### src/rtl/sxl_pkg.sv
package sxl_pkg;

  localparam int SEG_SHIFT   = 28;
  localparam int IDX_W       = SEG_SHIFT - 12;
  localparam int RID_W       = 11;
  localparam int CFG_EN_BIT  = 47;
  localparam int ORG_EN_BIT  = 63;

  typedef struct packed {
    logic accept;
    logic rdSte;
    logic rdPte;
    logic capSte;
    logic doneOff;
    logic doneSeg;
    logic donePte;
  } sxlStrobe_t;

  function automatic logic [4:0] pageShift(input logic [2:0] ps);
    case (ps)
      3'd3:    return 5'd16;
      3'd5:    return 5'd20;
      3'd7:    return 5'd24;
      default: return 5'd12;
    endcase
  endfunction

endpackage

### src/rtl/sxl_ctrl.sv
module sxl_ctrl
  import sxl_pkg::*;
(
  input  logic       clk,
  input  logic       rstN,
  input  logic       reqValid,
  input  logic       transOn,
  input  logic       segOk,
  output logic       reqReady,
  output sxlStrobe_t strb
);

  typedef enum logic [2:0] {ST_IDLE, ST_SEG_RD, ST_SEG_WT, ST_PG_RD, ST_PG_WT} walkState_t;
  walkState_t state, nxtState;

  always_ff @(posedge clk) begin
    if (!rstN) state <= ST_IDLE;
    else       state <= nxtState;
  end

  always_comb begin
    strb     = '0;
    nxtState = state;
    reqReady = (state == ST_IDLE);
    case (state)
      ST_IDLE: begin
        if (reqValid) begin
          strb.accept = 1'b1;
          if (transOn) nxtState = ST_SEG_RD;
          else         strb.doneOff = 1'b1;
        end
      end
      ST_SEG_RD: begin
        strb.rdSte = 1'b1;
        nxtState   = ST_SEG_WT;
      end
      ST_SEG_WT: begin
        if (segOk) begin
          strb.capSte = 1'b1;
          nxtState    = ST_PG_RD;
        end else begin
          strb.doneSeg = 1'b1;
          nxtState     = ST_IDLE;
        end
      end
      ST_PG_RD: begin
        strb.rdPte = 1'b1;
        nxtState   = ST_PG_WT;
      end
      ST_PG_WT: begin
        strb.donePte = 1'b1;
        nxtState     = ST_IDLE;
      end
      default: nxtState = ST_IDLE;
    endcase
  end

  // a rejected segment entry never leads to a page read
  a_r3_no_page_read: assert property (@(posedge clk) disable iff (!rstN)
    strb.doneSeg |=> !strb.rdPte);

endmodule

### src/rtl/sxl_dpath.sv
module sxl_dpath
  import sxl_pkg::*;
#(
  parameter int IOA_W = 36,
  parameter int RA_W  = 42
) (
  input  logic             clk,
  input  logic             rstN,
  input  sxlStrobe_t       strb,
  input  logic [63:0]      stOrigin,
  input  logic [63:0]      cmdCfg,
  input  logic [IOA_W-1:0] reqAddr,
  input  logic             reqWrite,
  input  logic [RID_W-1:0] reqId,
  input  logic [63:0]      memRdData,
  output logic             transOn,
  output logic             segOk,
  output logic             memRdEn,
  output logic [RA_W-1:0]  memRdAddr,
  output logic             rspValid,
  output logic [RA_W-1:0]  rspAddr,
  output logic             rspPermit,
  output logic             rspSegFault,
  output logic             rspPageFault,
  output logic [3:0]       rspAttr
);

  localparam int SEG_W  = IOA_W - SEG_SHIFT;
  localparam int BASE_W = RA_W - 12;

  logic [IOA_W-1:0]  addrQ;
  logic              writeQ;
  logic [RID_W-1:0]  idQ;
  logic [BASE_W-1:0] steBaseQ;
  logic [6:0]        steLenQ;
  logic [2:0]        stePsQ;

  wire unusedBits = ^{stOrigin[62:RA_W], stOrigin[11:0], cmdCfg[63:CFG_EN_BIT+1],
                      cmdCfg[CFG_EN_BIT-1:0], memRdData[58:RA_W]};

  always_ff @(posedge clk) begin
    if (!rstN) begin
      addrQ    <= '0;
      writeQ   <= 1'b0;
      idQ      <= '0;
      steBaseQ <= '0;
      steLenQ  <= '0;
      stePsQ   <= '0;
    end else begin
      if (strb.accept) begin
        addrQ  <= reqAddr;
        writeQ <= reqWrite;
        idQ    <= reqId;
      end
      if (strb.capSte) begin
        steBaseQ <= memRdData[RA_W-1:12];
        steLenQ  <= memRdData[11:5];
        stePsQ   <= memRdData[2:0];
      end
    end
  end

  assign transOn = stOrigin[ORG_EN_BIT] & cmdCfg[CFG_EN_BIT];
  // valid bit set and an odd page-size code
  assign segOk   = memRdData[63] & memRdData[0];

  logic [SEG_W-1:0]  segIdx;
  logic [4:0]        shiftQ;
  logic [IDX_W-1:0]  pageIdx;
  logic [RA_W-1:0]   steAddr, pteAddr, offMask, ioaWide, xlAddr;
  logic              overLen, permOk, idOk, pageOk;

  assign segIdx  = addrQ[IOA_W-1:SEG_SHIFT];
  assign steAddr = {stOrigin[RA_W-1:12], 12'h000} + RA_W'({segIdx, 3'b000});
  assign shiftQ  = pageShift(stePsQ);
  assign pageIdx = IDX_W'(addrQ[SEG_SHIFT-1:0] >> shiftQ);
  assign pteAddr = {steBaseQ, 12'h000} + RA_W'({pageIdx, 3'b000});

  assign memRdEn   = strb.rdSte | strb.rdPte;
  assign memRdAddr = strb.rdPte ? pteAddr : steAddr;

  assign overLen = pageIdx[IDX_W-1:9] > steLenQ;
  assign permOk  = writeQ ? memRdData[63] : memRdData[62];
  assign idOk    = memRdData[RID_W-1:0] == idQ;
  assign pageOk  = !overLen && permOk && idOk;

  assign offMask = ~({RA_W{1'b1}} << shiftQ);
  assign ioaWide = RA_W'(addrQ);
  assign xlAddr  = (memRdData[RA_W-1:0] & ~offMask) | (ioaWide & offMask);

  always_ff @(posedge clk) begin
    if (!rstN) begin
      rspValid     <= 1'b0;
      rspAddr      <= '0;
      rspPermit    <= 1'b0;
      rspSegFault  <= 1'b0;
      rspPageFault <= 1'b0;
      rspAttr      <= '0;
    end else begin
      rspValid <= strb.doneOff | strb.doneSeg | strb.donePte;
      if (strb.doneOff) begin
        rspAddr      <= RA_W'(reqAddr);
        rspPermit    <= 1'b1;
        rspSegFault  <= 1'b0;
        rspPageFault <= 1'b0;
        rspAttr      <= '0;
      end else if (strb.doneSeg) begin
        rspAddr      <= ioaWide;
        rspPermit    <= 1'b0;
        rspSegFault  <= 1'b1;
        rspPageFault <= 1'b0;
        rspAttr      <= '0;
      end else if (strb.donePte) begin
        rspSegFault <= 1'b0;
        if (pageOk) begin
          rspAddr      <= xlAddr;
          rspPermit    <= 1'b1;
          rspPageFault <= 1'b0;
          rspAttr      <= {memRdData[61], memRdData[60:59], memRdData[11]};
        end else begin
          rspAddr      <= ioaWide;
          rspPermit    <= 1'b0;
          rspPageFault <= 1'b1;
          rspAttr      <= '0;
        end
      end
    end
  end

  // one outcome per response
  a_r10_one_outcome: assert property (@(posedge clk) disable iff (!rstN)
    rspValid |-> $countones({rspPermit, rspSegFault, rspPageFault}) == 1);

  // the low 4 KB offset always survives translation
  a_r8_offset_kept: assert property (@(posedge clk) disable iff (!rstN)
    rspValid |-> rspAddr[11:0] == addrQ[11:0]);

  // table reads land on entry boundaries
  a_r2_aligned_read: assert property (@(posedge clk) disable iff (!rstN)
    memRdEn |-> memRdAddr[2:0] == 3'b000);

  // attributes only accompany a permitted translation
  a_r9_attr_quiet: assert property (@(posedge clk) disable iff (!rstN)
    (rspValid && !rspPermit) |-> rspAttr == 4'h0);

endmodule

### src/rtl/seg_io_xlate.sv
module seg_io_xlate
  import sxl_pkg::*;
#(
  parameter int IOA_W = 36,
  parameter int RA_W  = 42
) (
  input  logic             clk,
  input  logic             rstN,
  input  logic [63:0]      stOrigin,
  input  logic [63:0]      cmdCfg,
  input  logic             reqValid,
  output logic             reqReady,
  input  logic [IOA_W-1:0] reqAddr,
  input  logic             reqWrite,
  input  logic [10:0]      reqId,
  output logic             memRdEn,
  output logic [RA_W-1:0]  memRdAddr,
  input  logic [63:0]      memRdData,
  output logic             rspValid,
  output logic [RA_W-1:0]  rspAddr,
  output logic             rspPermit,
  output logic             rspSegFault,
  output logic             rspPageFault,
  output logic [3:0]       rspAttr
);

  sxlStrobe_t strb;
  logic       transOn, segOk;

  sxl_ctrl u_ctrl (
    .clk      (clk),
    .rstN     (rstN),
    .reqValid (reqValid),
    .transOn  (transOn),
    .segOk    (segOk),
    .reqReady (reqReady),
    .strb     (strb)
  );

  sxl_dpath #(.IOA_W(IOA_W), .RA_W(RA_W)) u_dpath (
    .clk          (clk),
    .rstN         (rstN),
    .strb         (strb),
    .stOrigin     (stOrigin),
    .cmdCfg       (cmdCfg),
    .reqAddr      (reqAddr),
    .reqWrite     (reqWrite),
    .reqId        (reqId),
    .memRdData    (memRdData),
    .transOn      (transOn),
    .segOk        (segOk),
    .memRdEn      (memRdEn),
    .memRdAddr    (memRdAddr),
    .rspValid     (rspValid),
    .rspAddr      (rspAddr),
    .rspPermit    (rspPermit),
    .rspSegFault  (rspSegFault),
    .rspPageFault (rspPageFault),
    .rspAttr      (rspAttr)
  );

  // bypass answers on the accepting edge with the address unchanged
  a_r1_bypass: assert property (@(posedge clk) disable iff (!rstN)
    (reqValid && reqReady && !(stOrigin[63] && cmdCfg[47]))
      |=> rspValid && rspPermit && rspAddr == RA_W'($past(reqAddr)));

endmodule

### config.mk
export PLATFORM = sky130hd
export DESIGN_NAME = seg_io_xlate
export DESIGN_NICKNAME = d
export VERILOG_FILES = /design/src/rtl/sxl_pkg.sv /design/src/rtl/sxl_ctrl.sv /design/src/rtl/sxl_dpath.sv /design/src/rtl/seg_io_xlate.sv
export SDC_FILE = /design/constraint.sdc
export NUM_CORES = 1
export LEC_CHECK = 0
export ABC_AREA = 1
export BUFFER_PORTS_ARGS = -buffer_cell sky130_fd_sc_hd__buf_2
export CAP_MARGIN = 20
export CORE_MARGIN = 2
export CORE_UTILIZATION = 40
export DETAILED_ROUTE_END_ITERATION = 16
export PLACE_DENSITY = 0.72
export SYNTH_ARGS = -nofsm -noshare
export SYNTH_HDL_FRONTEND = slang
export SYNTH_SLANG_ARGS = --single-unit
### constraint.sdc
create_clock -name clk -period 7.2 [get_ports clk]
set_input_delay 0.72 -clock clk [delete_from_list [all_inputs] [get_ports clk]]
set_output_delay 0.72 -clock clk [all_outputs]
set_load 0.02 [all_outputs]
==> results of run 1 <==
-- cell families (layout without fill, tap and decap cells) --
kind of cell	after synthesis	count (layout)	synth area share, %
buffers and inverters	201	396	10.6
XOR/XNOR	13	13	1.52
AND/OR/NAND/NOR	386	386	22.5
flip-flops	141	141	37.6
adder cells (fa/ha/maj)	13	13	2.27
AO/OA/AOI/OAI	368	368	25.4
other	1	6	0.0499
-- registers in the layout (all words and copies together) (netlist names) --
name	count
u_dpath.rspAttr	4
u_ctrl.state	3
u_dpath.idQ	11
u_dpath.rspPermit	1
u_dpath.rspSegFault	1
u_dpath.rspValid	1
u_dpath.writeQ	1
u_dpath.addrQ	36
u_dpath.stePsQ	3
u_dpath.rspPageFault	1
u_dpath.steLenQ	7
u_dpath.rspAddr	42
u_dpath.steBaseQ	30
-- cells in the mapped netlist, types with 8 or more instances --
master,instances
dfxtp_1,141
ha_1,12
nor2_1,83
xor2_1,8
nand3_1,47
nand4_1,17
nor3_1,10
o21ai_0,142
a31oi_1,20
o21ai_1,19
a21oi_1,171
nand2_2,9
clkbuf_1,49
nand2_1,201
inv_1,130
-- critical path, stage by stage (launching register included) --
cell and delay (ns):
dfxtp_1 0.42, nand2_2 0.15, inv_1 0.28, nand2_1 0.22, o22ai_1 0.29, ha_1 0.23
inv_1 0.05, fa_1 0.39, nor2_1 0.11, nor2_1 0.05, o21ai_1 0.09, nand2_1 0.14
o21ai_2 0.23, inv_1 0.12, nor2_2 0.15, xor2_1 0.19, nand2_1 0.09, nand2_1 0.07
buf_2 0.16
-- power by group through the flow --
| stage | Combinational, W | Clock [W] | Sequential, W |
|---|---|---|---|
| 3_3_place_gp | 0.000432 | 0 | 0.000892 |
| 6_report | 0.000445 | 0.000878 | 0.000879 |
| 3_5_place_dp | 0.000437 | 0 | 0.000894 |
| 4_1_cts | 0.000439 | 0.000889 | 0.000878 |
| 5_1_grt | 0.000495 | 0.000924 | 0.000885 |
| 2_1_floorplan | 0.000257 | 0 | 0.000925 |
-- layer usage --
layer | GRT usage [%] | share of wire (%) | vias to the layer above
met2 | 37.1 | 45 | 324
met3 | 5.98 | 8.6 | 42
li1 | - | - | 4093
met5 | 0 | 0 | -
met4 | 8.89 | 2.8 | 0
met1 | 32.0 | 44 | 3628
-- final timing paths --
path / start / endpoint
worst max-delay path: u_dpath.stePsQ[1] / memRdAddr[30]
worst min register to register: u_dpath.steBaseQ[2] / u_dpath.steBaseQ[2]
worst min-delay path: u_dpath.steBaseQ[2] / u_dpath.steBaseQ[2]
worst max register to register: u_dpath.stePsQ[1] / u_dpath.rspAddr[18]
-- through the flow --
step / utilization, % / hold slack (ns) / cells / total power (W)
finish: 50.0 / 0.452 / 1557 / 0.00220
CTS: 49.8 / 0.453 / 1553 / 0.00221
global placement: 46.7 / 0.439 / 1521 / 0.00132
global route: 50.0 / 0.467 / 1557 / 0.00230
detailed placement: 46.7 / 0.441 / 1521 / 0.00133
floorplan: - / 0.428 / 1125 / 0.00118
-- final cells by class --
cell class                      instances  share of cell area, %
Tap cell                              234                   3.15
Inverter                              138                   5.60
Multi-Input combinational cell        783                   42.0
Timing Repair Buffer                  226                   12.6
Clock inverter                         13                   1.51
Clock buffer                           19                   4.77
Sequential cell                       141                   30.4
Antenna cell                            3                 0.0808
==> results.toml, run 1 <==
[yosys]
yosysWarnings = 0
seq_area_frac_synth_pct = 37.6
ys_seq_elements = 141
ys_types = 43
synthArstFlopShare_pct = 0
yosys.area.top_type = "dfxtp_1"
syn_avg_cell_area_sq_um = 6.69
ys_top_cells_by_area = "dfxtp_1 (38%), a21oi_1 (11%), nand2_1 (10%)"
synth-edff-count = 0
synthFlopType = "dfxtp_1"
synth.top_cell.area_share_pct = 37.6
netlist_area_sq_mm = 0.00751
synthCells = 1123

[cts]
htreeDepth = 4
clk_pin_slew_ns = 0.06
post_cts_resize_count = 0
cts_buffers = 17
cts_root_buf = "clkbuf_16"
clockBufferDepth = 2
cts_tree = "built"
worstSkewPairLatency_ns = 0.43
cts.sinks = 141
postCtsSetupBuffers = 0
postCtsHoldBufs = 0

[finish]
layout.nets = 1563
multiInputGateArea_sq_mm = 0.00390
drive_above_1_share_pct = 21.9
area_growth_pct = 23.7
regArea_sq_mm = 0.00282
final_common_cell = "buf_2"
final_cell_mix = "buf_2 (220), nand2_1 (201), a21oi_1 (171)"
finalInstanceArea_sq_mm = 0.00929
fillCellCount = 1882

[worst_setup_path]
cp_data_required_time_ns = 6.48
path_class = "reg -> out"
start_kind = "register"
ff2ff_path_depth = 15
r2r_setup_slack_ns = 4.00
endpoint_kind = "output pin"
critPathArrivalTime_ns = 3.86
crit_fanout = 11

[sta]
finalSetupViolations = 0
maxSlewViolCount = 0
min_period_over_period_pct = 63.6
timing.final.ws_setup_ns = 2.62
slew_headroom_pct = 46.2
max_slew.worst_pin.slew_ns = 0.808
setup_tns_ns = 0
layout_min_cycle_time_ns = 4.58
rsz0062_at_grt = "false"
fmax_mhz = 218
hold_viol = 0
fin_worst_skew_ns = 0.00908

[global_routing]
grtUsageTotal_pct = 23.8
grt_overflow = 0
grt_pass1_wl_mm = 37.4
grt_pass1_vias = 7178
antenna_found_initial = 3
grt_max_degree = 85

[detailed_routing]
firstDrtPassIters = 5
vias = 8087
routed_wl_mm = 23.9
viasPerCell = 5.19
drc = 0
drt-wirelength-per-cell_microns = 15.3
drt_iter0_markers = 600
ant_nets = 0

[worst_hold_path]
holdCritPathClass = "reg -> reg"
whs_path_depth = 2

[flow_run]
cap_viol_max_count = 0

[power_and_ir_drop]
p_clk_share_pct = 39.9
pwr_density_cell_mw_per_mm2 = 237
ir_worst_vdd_v = 0.000190
sw_frac_of_total_pct = 31.2
p_seq_share_pct = 39.9
netSwitchingPower_w = 0.000686
power.leakage_nw = 4.16
internal-power_w = 0.00152
combPwrFrac_pct = 20.2

[outcome]
status = "finished, final reports clean"

[floorplanning]
start_util_pct = 40.4
io_pins = 337
core_sq_mm = 0.0186
die_w_microns = 141
fp.dieArea_sq_mm = 0.0199
rows = 50
die_h_microns = 141

[place]
gp_congestion = 0.924
portBuffers = 220
dpl_cell_area_sq_mm = 0.00867
pre_cts_ws_ns = 3.09
hpwl_mm = 17.8
Note: power is estimated with default switching activity, not from simulation.
==> run 2: changes to the inputs <==
Settings changed: ABC_AREA 1 to 0, PLACE_DENSITY 0.72 to 0.74.
Clock period 7.2 ns to 3.9 ns, I/O delays scaled along.
==> run 2 against run 1 <==
Against the previous run: power grew 73%; clock-buffer cell count shrank 2; critical path depth shrank 3; setup slack lost 2.5 ns; largest cell class unchanged.
==> results.toml, run 2 <==
[yosys]
synth-edff-count = 0
synth_common_cells = "nand2_1 (274), dfxtp_1 (141), a21oi_1 (114), nor2_1 (72), clkbuf_1 (58)"
ys_types = 76
yosysMostFrequentCell = "nand2_1"
synth.top_cell.area_share_pct = 36.2
yosys.area.top_type = "dfxtp_1"
yosysWarnings = 0
ys_seq_elements = 141
ys_top_cells_by_area = "dfxtp_1 (36%), nand2_1 (13%), a21oi_1 (7.3%)"
synthFlopType = "dfxtp_1"
synthCells = 1038
seq_area_frac_synth_pct = 36.2
syn_avg_cell_area_sq_um = 7.51
synthArstFlopShare_pct = 0
netlist_area_sq_mm = 0.00779

[finish]
drive_above_1_share_pct = 25.9
area_growth_pct = 26.0
top_regs = "u_dpath.rspAddr x42, u_dpath.addrQ x36, u_dpath.steBaseQ x30"
final_cells = 1509
top_register = "u_dpath.rspAddr"
final_cell_mix = "nand2_1 (272), buf_2 (219), dfxtp_1 (139)"
final_common_cell = "nand2_1"
largest_register_ffs = 42
final_core_util_pct = 51.0
layout.nets = 1485
finalInstanceArea_sq_mm = 0.00982

[detailed_routing]
met3_wirelength_mm = 1.63
met1_length_mm = 11.0
wl_met2_mm = 11.8
routed_wl_mm = 25.0
viasPerCell = 5.39
firstDrtPassIters = 5
highest-signal-layer = "met5"
drt_iter0_markers = 614
drt-wirelength-per-cell_microns = 16.6
vias = 8141
drc = 0
ant_nets = 0

[place]
dpl_cell_area_sq_mm = 0.00908
portBuffers = 220
hpwl_mm = 18.0
placedCellCount = 1471
gp_congestion = 0.951

[sta]
max_slew.worst_pin.slew_ns = 1.08
fin_worst_skew_ns = 0.0118
hold_viol = 0
rsz0062_at_grt = "true"
fmax_mhz = 264
slew_headroom_pct = 27.4
min_period_over_period_pct = 97.2
maxSlewViolCount = 0
finalSetupViolations = 0
whs_ns = 0.191
layout_min_cycle_time_ns = 3.79

[cts]
clockBufferDepth = 2
clk_pin_slew_ns = 0.07
worstSkewPairLatency_ns = 0.43
cts_tree = "built"
postCtsHoldBufs = 0
htreeDepth = 4
cts_buffers = 17
cts_root_buf = "clkbuf_16"
cts.sinks = 141

[floorplanning]
rows = 51
core_sq_mm = 0.0193
start_util_pct = 40.4
die_w_microns = 144
fp.dieArea_sq_mm = 0.0206
io_pins = 337
die_h_microns = 144

[power_and_ir_drop]
power.leakage_nw = 3.94
ir_worst_vdd_v = 0.000313
finalPower_w = 0.00381
pwr_density_cell_mw_per_mm2 = 388

[worst_hold_path]
holdCritPathClass = "in -> reg"

[worst_setup_path]
endpoint_kind = "output pin"
crit_slowest_cell = "fa_2"
critPathArrivalTime_ns = 3.40
crit_fanout = 7
max_stage_delay_ns = 0.41
path_cells = "nand2b_4, a21boi_1, a2bb2oi_2, inv_1, ha_2, inv_1, fa_2, nor2b_4, buf_4, o21bai_2, and4_4, or2_1, or3_1, a31oi_1, buf_4"
path_class = "reg -> out"
cp_data_required_time_ns = 3.51
start_kind = "register"

[flow_run]
cap_viol_max_count = 0

[global_routing]
grt_pass1_wl_mm = 37.9
grt_pass1_vias = 7349
grt_overflow = 0
antenna_found_initial = 2
grtUsageTotal_pct = 23.6
grt_max_degree = 80

[outcome]
status = "finished, final reports clean"
run 2: what timing repair did:
item | CTS | global route
setup buffers | 0 | 4
pin swaps | 0 | 5
hold endpoints to repair | 0 | 0
resized for setup | 5 | 17
setup endpoints to repair | 5 | 21
run 2: through the flow:
step / TNS (ns) / setup WS, ns
6_report: 0 / 0.108
5_1_grt: -0.222 / -0.0778
4_1_cts: 0 / 0.00473
3_5_place_dp: 0 / 0.201
3_3_place_gp: 0 / 0.266
2_1_floorplan: 0 / 0.170
run 2: final timing paths:
kind / from / to / slack, ns / cells past startpoint
setup reg to reg: u_dpath.stePsQ[1] / u_dpath.rspAddr[28] / 0.41 / 11
hold / removal: reqId[4] / u_dpath.idQ[4] / 0.19 / 3
setup / recovery: u_dpath.stePsQ[1] / memRdAddr[40] / 0.11 / 15
hold reg to reg: u_dpath.addrQ[9] / u_dpath.addrQ[9] / 0.46 / 2
run 2: worst max-delay path, delay by kind of cell (launching register included):
family	cells	cell delay, ns
fa+ha+maj	2	0.60
buf+inv	4	0.43
flops	1	0.37
simple gates	5	1.06
compound gates	4	0.51
run 2: report_power, final:
group	internal, W	leakage, nW	switching, W
clock	0.000966	0.288	0.000704
combinational	0.000220	2.50	0.000371
sequential	0.00150	1.15	0.0000467
total	0.00269	3.94	0.00112
run 2: cell families (layout without fill, tap and decap cells):
family / Yosys count / count (layout) / synth area share [%]
AOI/OAI and AO/OA: 288 / 288 / 25.1
DFF: 141 / 141 / 36.2
adders and majority gates: 15 / 15 / 2.46
other: 1 / 5 / 0.0481
and+or+nand+nor: 457 / 457 / 26.5
buffers and inverters: 99 / 301 / 5.51
muxes: 1 / 1 / 0.144
xor gates and xnor gates: 36 / 36 / 4.04
run 2: layout make-up:
class / count / area, sq um
clock buffer: 17 / 425
multi-input combinational: 800 / 4640
clock inverter: 15 / 180
inverter: 20 / 80.1
antenna: 2 / 5.00
sequential: 141 / 2830
timing repair buffer: 249 / 1330
fill: 1959 / 9450
tap: 265 / 332
run 2: metal layers:
metal	GRT usage, %	vias up
met2	37.7	298
met1	31.6	3767
li1	-	4031
met4	9.39	2
met3	4.10	43
met5	0	-
